===== config.mk =====
export PLATFORM = sky130hd
export DESIGN_NAME = hwi_logic_shift
export DESIGN_NICKNAME = d
export VERILOG_FILES = /design/src/rtl/hwi_pkg.sv /design/src/rtl/hwi_imm_place.sv /design/src/rtl/hwi_shifter.sv /design/src/rtl/hwi_logic_shift.sv
export SDC_FILE = /design/constraint.sdc
export NUM_CORES = 1
export LEC_CHECK = 0
export ABC_AREA = 1
export BUFFER_PORTS_ARGS = -buffer_cell sky130_fd_sc_hd__buf_2
export CAP_MARGIN = 20
export CORE_AREA = 5 5 126 128
export DETAILED_ROUTE_END_ITERATION = 12
export DIE_AREA = 0 0 131 133
export PLACE_DENSITY = 0.74
export RECOVER_POWER = 25
export SLEW_MARGIN = 30
export SYNTH_ARGS = -nofsm -noshare
export SYNTH_HDL_FRONTEND = slang
export SYNTH_SLANG_ARGS = --single-unit

===== constraint.sdc =====
create_clock -name clk_i -period 0.8 [get_ports clk_i]
set_input_delay 0.16 -clock clk_i [delete_from_list [all_inputs] [get_ports clk_i]]
set_output_delay 0.16 -clock clk_i [all_outputs]
set_load 0.01 [all_outputs]

===== src/rtl/hwi_pkg.sv =====
package hwi_pkg;
  typedef enum logic [1:0] {
    FN_AND   = 2'b00,
    FN_OR    = 2'b01,
    FN_XOR   = 2'b10,
    FN_SHIFT = 2'b11
  } fn_e;
endpackage


===== src/rtl/hwi_imm_place.sv =====
module hwi_imm_place #(
  parameter int W     = 32,
  parameter int IMM_W = 16
) (
  input  logic [IMM_W-1:0] imm_i,
  input  logic             hi_sel_i,
  input  logic             fill_i,
  output logic [W-1:0]     word_o
);
  localparam int PAD_W = W - IMM_W;

  always_comb begin
    if (hi_sel_i) word_o = {imm_i, {PAD_W{fill_i}}};
    else          word_o = {{PAD_W{fill_i}}, imm_i};
  end


  always_comb begin
    if (!hi_sel_i)
      fill_lo_chk: assert ($countones(word_o[W-1:IMM_W]) == (fill_i ? PAD_W : 0));
  end
endmodule


===== src/rtl/hwi_shifter.sv =====
module hwi_shifter #(
  parameter int W   = 32,
  localparam int SHW = $clog2(W)
) (
  input  logic [W-1:0]   a_i,
  input  logic [SHW-1:0] shamt_i,
  input  logic           right_i,
  input  logic           arith_i,
  output logic [W-1:0]   res_o,
  output logic           cout_o
);
  logic         sfill;
  logic [W:0]   lx;
  logic [2*W:0] rx;

  assign sfill = arith_i & a_i[W-1];

  always_comb begin
    lx = {1'b0, a_i} << shamt_i;
    rx = {{W{sfill}}, a_i, 1'b0} >> shamt_i;
    if (right_i) begin
      res_o  = rx[W:1];
      cout_o = rx[0];
    end else begin
      res_o  = lx[W-1:0];
      cout_o = lx[W];
    end
  end
endmodule


===== src/rtl/hwi_logic_shift.sv =====
module hwi_logic_shift
  import hwi_pkg::*;
#(
  parameter int W     = 32,
  parameter int IMM_W = 16,
  localparam int SHW  = $clog2(W)
) (
  input  logic             clk_i,
  input  logic             rst_ni,
  input  logic             valid_i,
  input  logic [1:0]       func_i,
  input  logic             use_imm_i,
  input  logic [W-1:0]     opnd_a_i,
  input  logic [W-1:0]     opnd_b_i,
  input  logic [IMM_W-1:0] imm_i,
  input  logic             hi_sel_i,
  input  logic             fill_i,
  input  logic [SHW-1:0]   shamt_i,
  input  logic             dir_right_i,
  input  logic             arith_i,
  input  logic             carry_en_i,
  input  logic             no_flags_i,
  output logic [W-1:0]     result_o,
  output logic             flag_z_o,
  output logic             flag_n_o,
  output logic             flag_c_o
);
  fn_e          fn;
  logic [W-1:0] imm_word, opnd_b, logic_res, shift_res, res;
  logic         shift_cout, is_shift, upd_flags, upd_carry;

  assign fn = fn_e'(func_i);

  hwi_imm_place #(.W(W), .IMM_W(IMM_W)) u_place (
    .imm_i(imm_i), .hi_sel_i(hi_sel_i), .fill_i(fill_i), .word_o(imm_word)
  );

  hwi_shifter #(.W(W)) u_shift (
    .a_i(opnd_a_i), .shamt_i(shamt_i), .right_i(dir_right_i),
    .arith_i(arith_i), .res_o(shift_res), .cout_o(shift_cout)
  );

  assign opnd_b = use_imm_i ? imm_word : opnd_b_i;

  always_comb begin
    unique case (fn)
      FN_AND:  logic_res = opnd_a_i & opnd_b;
      FN_OR:   logic_res = opnd_a_i | opnd_b;
      FN_XOR:  logic_res = opnd_a_i ^ opnd_b;
      default: logic_res = '0;
    endcase
  end

  assign is_shift  = (fn == FN_SHIFT);
  assign res       = is_shift ? shift_res : logic_res;
  assign upd_flags = valid_i & ~no_flags_i;
  assign upd_carry = upd_flags & is_shift & carry_en_i & (shamt_i != '0);

  always_ff @(posedge clk_i or negedge rst_ni) begin
    if (!rst_ni) begin
      result_o <= '0;
      flag_z_o <= 1'b0;
      flag_n_o <= 1'b0;
      flag_c_o <= 1'b0;
    end else begin
      if (valid_i) result_o <= res;
      if (upd_flags) begin
        flag_z_o <= (res == '0);
        flag_n_o <= res[W-1];
      end
      if (upd_carry) flag_c_o <= shift_cout;
    end
  end


  flags_hold_chk: assert property (@(posedge clk_i) disable iff (!rst_ni)
    (valid_i && no_flags_i) |=> $stable({flag_z_o, flag_n_o, flag_c_o}));


  idle_hold_chk: assert property (@(posedge clk_i) disable iff (!rst_ni)
    !valid_i |=> ($stable(result_o) && $stable({flag_z_o, flag_n_o, flag_c_o})));


  carry_logic_chk: assert property (@(posedge clk_i) disable iff (!rst_ni)
    (valid_i && !is_shift) |=> $stable(flag_c_o));


  carry_zero_cnt_chk: assert property (@(posedge clk_i) disable iff (!rst_ni)
    (valid_i && shamt_i == '0) |=> $stable(flag_c_o));


  zero_flag_chk: assert property (@(posedge clk_i) disable iff (!rst_ni)
    (valid_i && !no_flags_i) |=> (flag_z_o == (result_o == '0)) && (flag_n_o == result_o[W-1]));


  shift_zero_cnt_chk: assert property (@(posedge clk_i) disable iff (!rst_ni)
    (valid_i && is_shift && shamt_i == '0) |=> (result_o == $past(opnd_a_i)));
endmodule


==> flow_summary.ini, run 1 <==
[synth]
synthMuxAreaShare_pct = 0
ys_seq_area_share_pct = 12.18
synth-compound-area-share_pct = 13.05
synth_adder_area_share_pct = 11.13
avgSynthCellArea_um2 = 5.440
syn_nets = 1483
synth_xor_xnor_area_share_pct = 0
synth_seq_cells = 35
synth_top_family_by_area = simple AND/OR/NAND/NOR gates
yosys_warnings = 0
syn-cell-area_um2 = 7192
synth_cells = 1322
synthSimpleGateAreaFrac_pct = 52.61
yosysUniqueCellTypes = 27

[cts]
cts.root.buffer_cell = clkbuf_16
htree_num_levels = 2
cts.sinks = 35
cts_max_path_buffers = 2
cts_buffers = 5

[die]
die_w_um = 131
rows = 45
num_io_pins = 132
die_h_um = 133
start_util_pct = 48.75

[run_status]
lastStage = global routing
stop_error = [ERROR GRT-0232] Routing congestion too high. Check the congestion heatmap in the GUI.
status = aborted with a tool error

[placed_design]
gp_congestion = 1.090
dp_hpwl_um = 26610
portBuffers = 131
placed_cells = 1748

[sta]
grt-worst-endpoint = flag_z_o$_DFFE_PN0P_/D
worstEpCategory = sequential cell input

[global_route]
overflow = 1
grt_max_degree = 37
grtUsageTotal_pct = 62.50
-- routing by layer --
layer,global-route usage [%],GRT overflow
met1,63.07,1
met5,19.41,0
met2,78.78,0
met3,49.62,0
met4,54.80,0
-- synthesized netlist by cell type --
master / instances / area, um2
o21a_1: 32 / 240.2
nor2_1: 37 / 138.9
and2_1: 1 / 6.260
o211ai_1: 13 / 97.59
clkinv_1: 2 / 7.510
dfrtp_1: 35 / 875.8
nand3b_1: 2 / 15.01
inv_2: 4 / 15.01
inv_4: 1 / 6.260
buf_1: 12 / 45.04
buf_2: 26 / 130.1
a41oi_1: 1 / 8.760
nand4_1: 2 / 12.51
nand3_1: 355 / 1777
a31oi_1: 3 / 18.77
buf_4: 4 / 30.03
buf_6: 3 / 33.78
o21bai_1: 2 / 15.01
clkbuf_1: 44 / 165.2
o21ai_1: 4 / 20.02
o2111ai_1: 22 / 192.7
a21oi_1: 26 / 130.1
nor2_2: 1 / 6.260
ha_1: 64 / 800.8
inv_1: 96 / 360.4
o21ai_0: 43 / 215.2
nand2_1: 487 / 1828
-- kinds of logic after synthesis --
| logic type | Yosys count |
|---|---|
| AO/OA/AOI/OAI | 146 |
| adder cells (fa/ha/maj) | 64 |
| flip-flops | 35 |
| AND/OR/NAND/NOR | 885 |
| buffers and inverters | 192 |
-- what timing repair did --
action / CTS
cloned: 5
pin swaps: 73
setup endpoints to repair: 70
hold endpoints to repair: 35
gates resized for setup: 212
hold buffers: 1
buffers inserted: 50
-- through the flow --
stage               TNS, ns  area (um2)  setup WS (ns)  hold WS [ns]  utilization (%)
global placement     -36.60        9463         -1.344        0.1301            64.15
CTS                  -28.99       10850        -0.8940        0.2981            73.55
detailed placement   -37.93        9463         -1.390        0.1317            64.15
floorplan            -23.42        7370         -1.009       -0.1356                -
==> inputs of run 2 (changes only) <==
--- a/config.mk
+++ b/config.mk
@@ -8,10 +8,10 @@
 export ABC_AREA = 1
 export BUFFER_PORTS_ARGS = -buffer_cell sky130_fd_sc_hd__buf_2
 export CAP_MARGIN = 20
-export CORE_AREA = 5 5 126 128
+export CORE_AREA = 5 5 150 152
 export DETAILED_ROUTE_END_ITERATION = 12
-export DIE_AREA = 0 0 131 133
-export PLACE_DENSITY = 0.74
+export DIE_AREA = 0 0 155 157
+export PLACE_DENSITY_LB_ADDON = 0.15
 export RECOVER_POWER = 25
 export SLEW_MARGIN = 30
 export SYNTH_ARGS = -nofsm -noshare
==> run 2 against run 1 <==
Compared with the run above:
- the flow now finishes, with violations (negative setup slack)
- synthesized area is the same
- synthesized cell count did not move
==> flow_summary.ini, run 2 <==
[synth]
synth_flop_cell = dfrtp_1
ys_seq_area_share_pct = 12.18
yosysMostFrequentCell = nand2_1
yosys.area.top_type_share_pct = 25.42
synth_edf_count = 0
syn-cell-area_um2 = 7192
synth_seq_cells = 35
synth_cells = 1322
synth_top_area_cell = nand2_1
avgSynthCellArea_um2 = 5.440
syn_nets = 1483
synth_common_cells = nand2_1 (487), nand3_1 (355), inv_1 (96)
yosys-top-cells-area = nand2_1 (25%), nand3_1 (25%), dfrtp_1 (12%)
yosys_warnings = 0
synthArstFlopShare_pct = 100.0
yosysUniqueCellTypes = 27

[global_route]
grtUsageTotal_pct = 30.63
antenna_found_initial = 0
overflow = 0
grt_pass1_vias = 10650
grt_first_pass_wirelength_um = 58790
grt_max_degree = 36

[worst_setup_path]
startpoint_type = primary input
crit_slowest_cell = ha_1
crit_family = simple AND/OR/NAND/NOR gates
r2r-end = result_o[29]
cp_max_fo = 7
r2r-start = result_o[29]
crit_top_cell = nand2_1
arrival_ns = 2.02
reg2reg_depth = 4
crit_type = primary input to register
worstPathRequired_ns = 1.02
r2r_slack_ns = -0.10
cp-end-kind = register
path_buf_inv = 3
critPathMaxStageDelay_ns = 0.29
critical_path.cell_chain = buf_12 -> nand2_4 -> nand2_4 -> clkinvlp_4 -> nand2_1 -> o21a_1 -> inv_1 -> ha_1 -> nand2_1 -> o2111ai_2 -> nand2_2 -> nand2_1 -> nor2_2 -> nand2_1 -> nor2_2 -> nand3_1 -> nand2_1

[sta]
clock_skew_ns = 0
hold_viol_final = 0
worstMarginPinSlew_ns = 0.3677
slew_viol_final = 0
finalCriticalPeriod_ns = 1.801
setup_violations = 70
fin_ws_ns = -1.001
min_period_over_period_pct = 225.1
relSlewSlack_pct = 75.38
hold_ws_ns = 0.3095
max_freq_mhz = 555.4
rsz0062_at_grt = yes

[finish]
top_register = result_o
final_cell_mix = nand2_1 (352), buf_4 (225), nand3_1 (179), nand3_2 (165), buf_2 (122)
fin_area_um2 = 12650
n_antenna_cell = 0
layout-drive-gt1-share_pct = 49.28
layout.nets = 1822
fillers = 1941
layout_commonest_cell = nand2_1
area_delta_synth_final_pct = 75.85
largest_reg_flops = 32

[power]
pwr-share-clk_pct = 17.2
p_int_uw = 7234
p_comb_share_pct = 66.1
p_sw_uw = 5684
p_leak_uw = 0.006551
power_density_nw_per_um2 = 1021
sw_frac_of_total_pct = 44.00
p_seq_share_pct = 16.8
vdd_drop_max_v = 0.0009010

[hold_path]
hold_path_end = flag_c_o
hold_depth = 4
worstHoldPathType = primary input to register
hp-start = carry_en_i

[cts]
cts_max_path_buffers = 2
cts_buffers = 5
cts.root.buffer_cell = clkbuf_16
htree_num_levels = 2
clk_pin_slew_ns = 0.06
insertion_delay_ns = 0.28
cts_tree = done
cts.sinks = 35

[die]
die_h_um = 157
rows = 53
die_w_um = 155
die-area_um2 = 24340
coreArea_um2 = 20890
start_util_pct = 34.43
num_io_pins = 132

[routing]
antenna_left = 0
firstDrtPassIters = 5
drc = 0
routed_via_density = 5.599
wl_um = 38930
wl_per_cell_um = 20.10
drt_iter0_markers = 1149
vias = 10850

[placed_design]
placed_area_um2 = 9812
gp_congestion = 0.9858
portBuffers = 131
dp_hpwl_um = 29730

[run]
max_cap_viol_count = 0

[run_status]
failed_checks = negative setup slack
status = finished with violations
run 2: cell counts after synthesis:
No cell type changed its count.
run 2: logic make-up after synthesis:
logic type	count (synthesis)	synth area share, %
compound gates	146	13.05
buf+inv	192	11.03
fa+ha+maj	64	11.13
simple gates	885	52.61
flops	35	12.18
run 2: how the worst max path moves through the flow:
stage | from | end | slack (ns) | cells past startpoint
6_report | hi_sel_i | flag_z_o | -1.00 | 17
5_1_grt | hi_sel_i | flag_z_o | -1.15 | 17
4_1_cts | hi_sel_i | flag_z_o | -0.98 | 17
3_5_place_dp | hi_sel_i | flag_z_o | -1.45 | 17
3_3_place_gp | hi_sel_i | flag_z_o | -1.45 | 17
2_1_floorplan | hi_sel_i | flag_z_o | -1.01 | 19
run 2: worst register-to-register path: stages (launching register included):
cell     delay, ns
dfrtp_1       0.41
buf_4         0.15
buf_4         0.12
nand2_1       0.06
o21ai_1       0.06
run 2: area by class of cell:
class,instances,area (um2),share of cell area (%)
flip-flops and latches,35,875.8,6.925
inverters,103,432.9,3.423
well taps,275,344.1,2.721
clock buffers,5,125.1,0.9893
multi-input cells,1095,7342,58.05
repair buffers,420,3476,27.48
clock inverters,3,43.79,0.3463
repair inverters,1,7.507,0.05936
run 2: metal layers:
metal  global-route usage, %  up-vias  share of wire, %
met2                   53.45      495                48
li1                        -     5101                 -
met4                   13.08        0               4.9
met3                   3.822      118               7.6
met1                   38.04     5131                40
met5                       0        -                 0
run 2: per-stage QoR:
| stage | total power, uW | setup WS, ns | utilization [%] | setup TNS [ns] | cells |
|---|---|---|---|---|---|
| floorplan | 5449 | -1.009 | - | -23.42 | 1322 |
| global placement | 8441 | -1.454 | 46.97 | -39.15 | 1862 |
| detailed placement | 8495 | -1.447 | 46.97 | -39.34 | 1862 |
| CTS | 12270 | -0.9756 | 57.87 | -28.85 | 1924 |
| global route | 13640 | -1.149 | 60.55 | -33.33 | 1937 |
| finish | 12920 | -1.001 | 60.55 | -29.99 | 1937 |
run 2: timing repair:
| action | CTS | global route |
|---|---|---|
| hold endpoints to repair | 35 | 0 |
| buffers inserted | 53 | 13 |
| hold buffers | 1 | 0 |
| pin swaps | 90 | 43 |
| gates cloned | 9 | 0 |
| resized for setup | 378 | 108 |
| setup endpoints to repair | 70 | 70 |
run 2: power by group through the flow:
stage               sequential (uW)  clock, uW  combinational (uW)
finish                         2160       2220                8540
global route                   2190       2310                9130
CTS                            2150       2240                7880
detailed placement             2200          0                6300
global placement               2190          0                6250
floorplan                      2300          0                3150
Power figures use the tool's default switching activity.
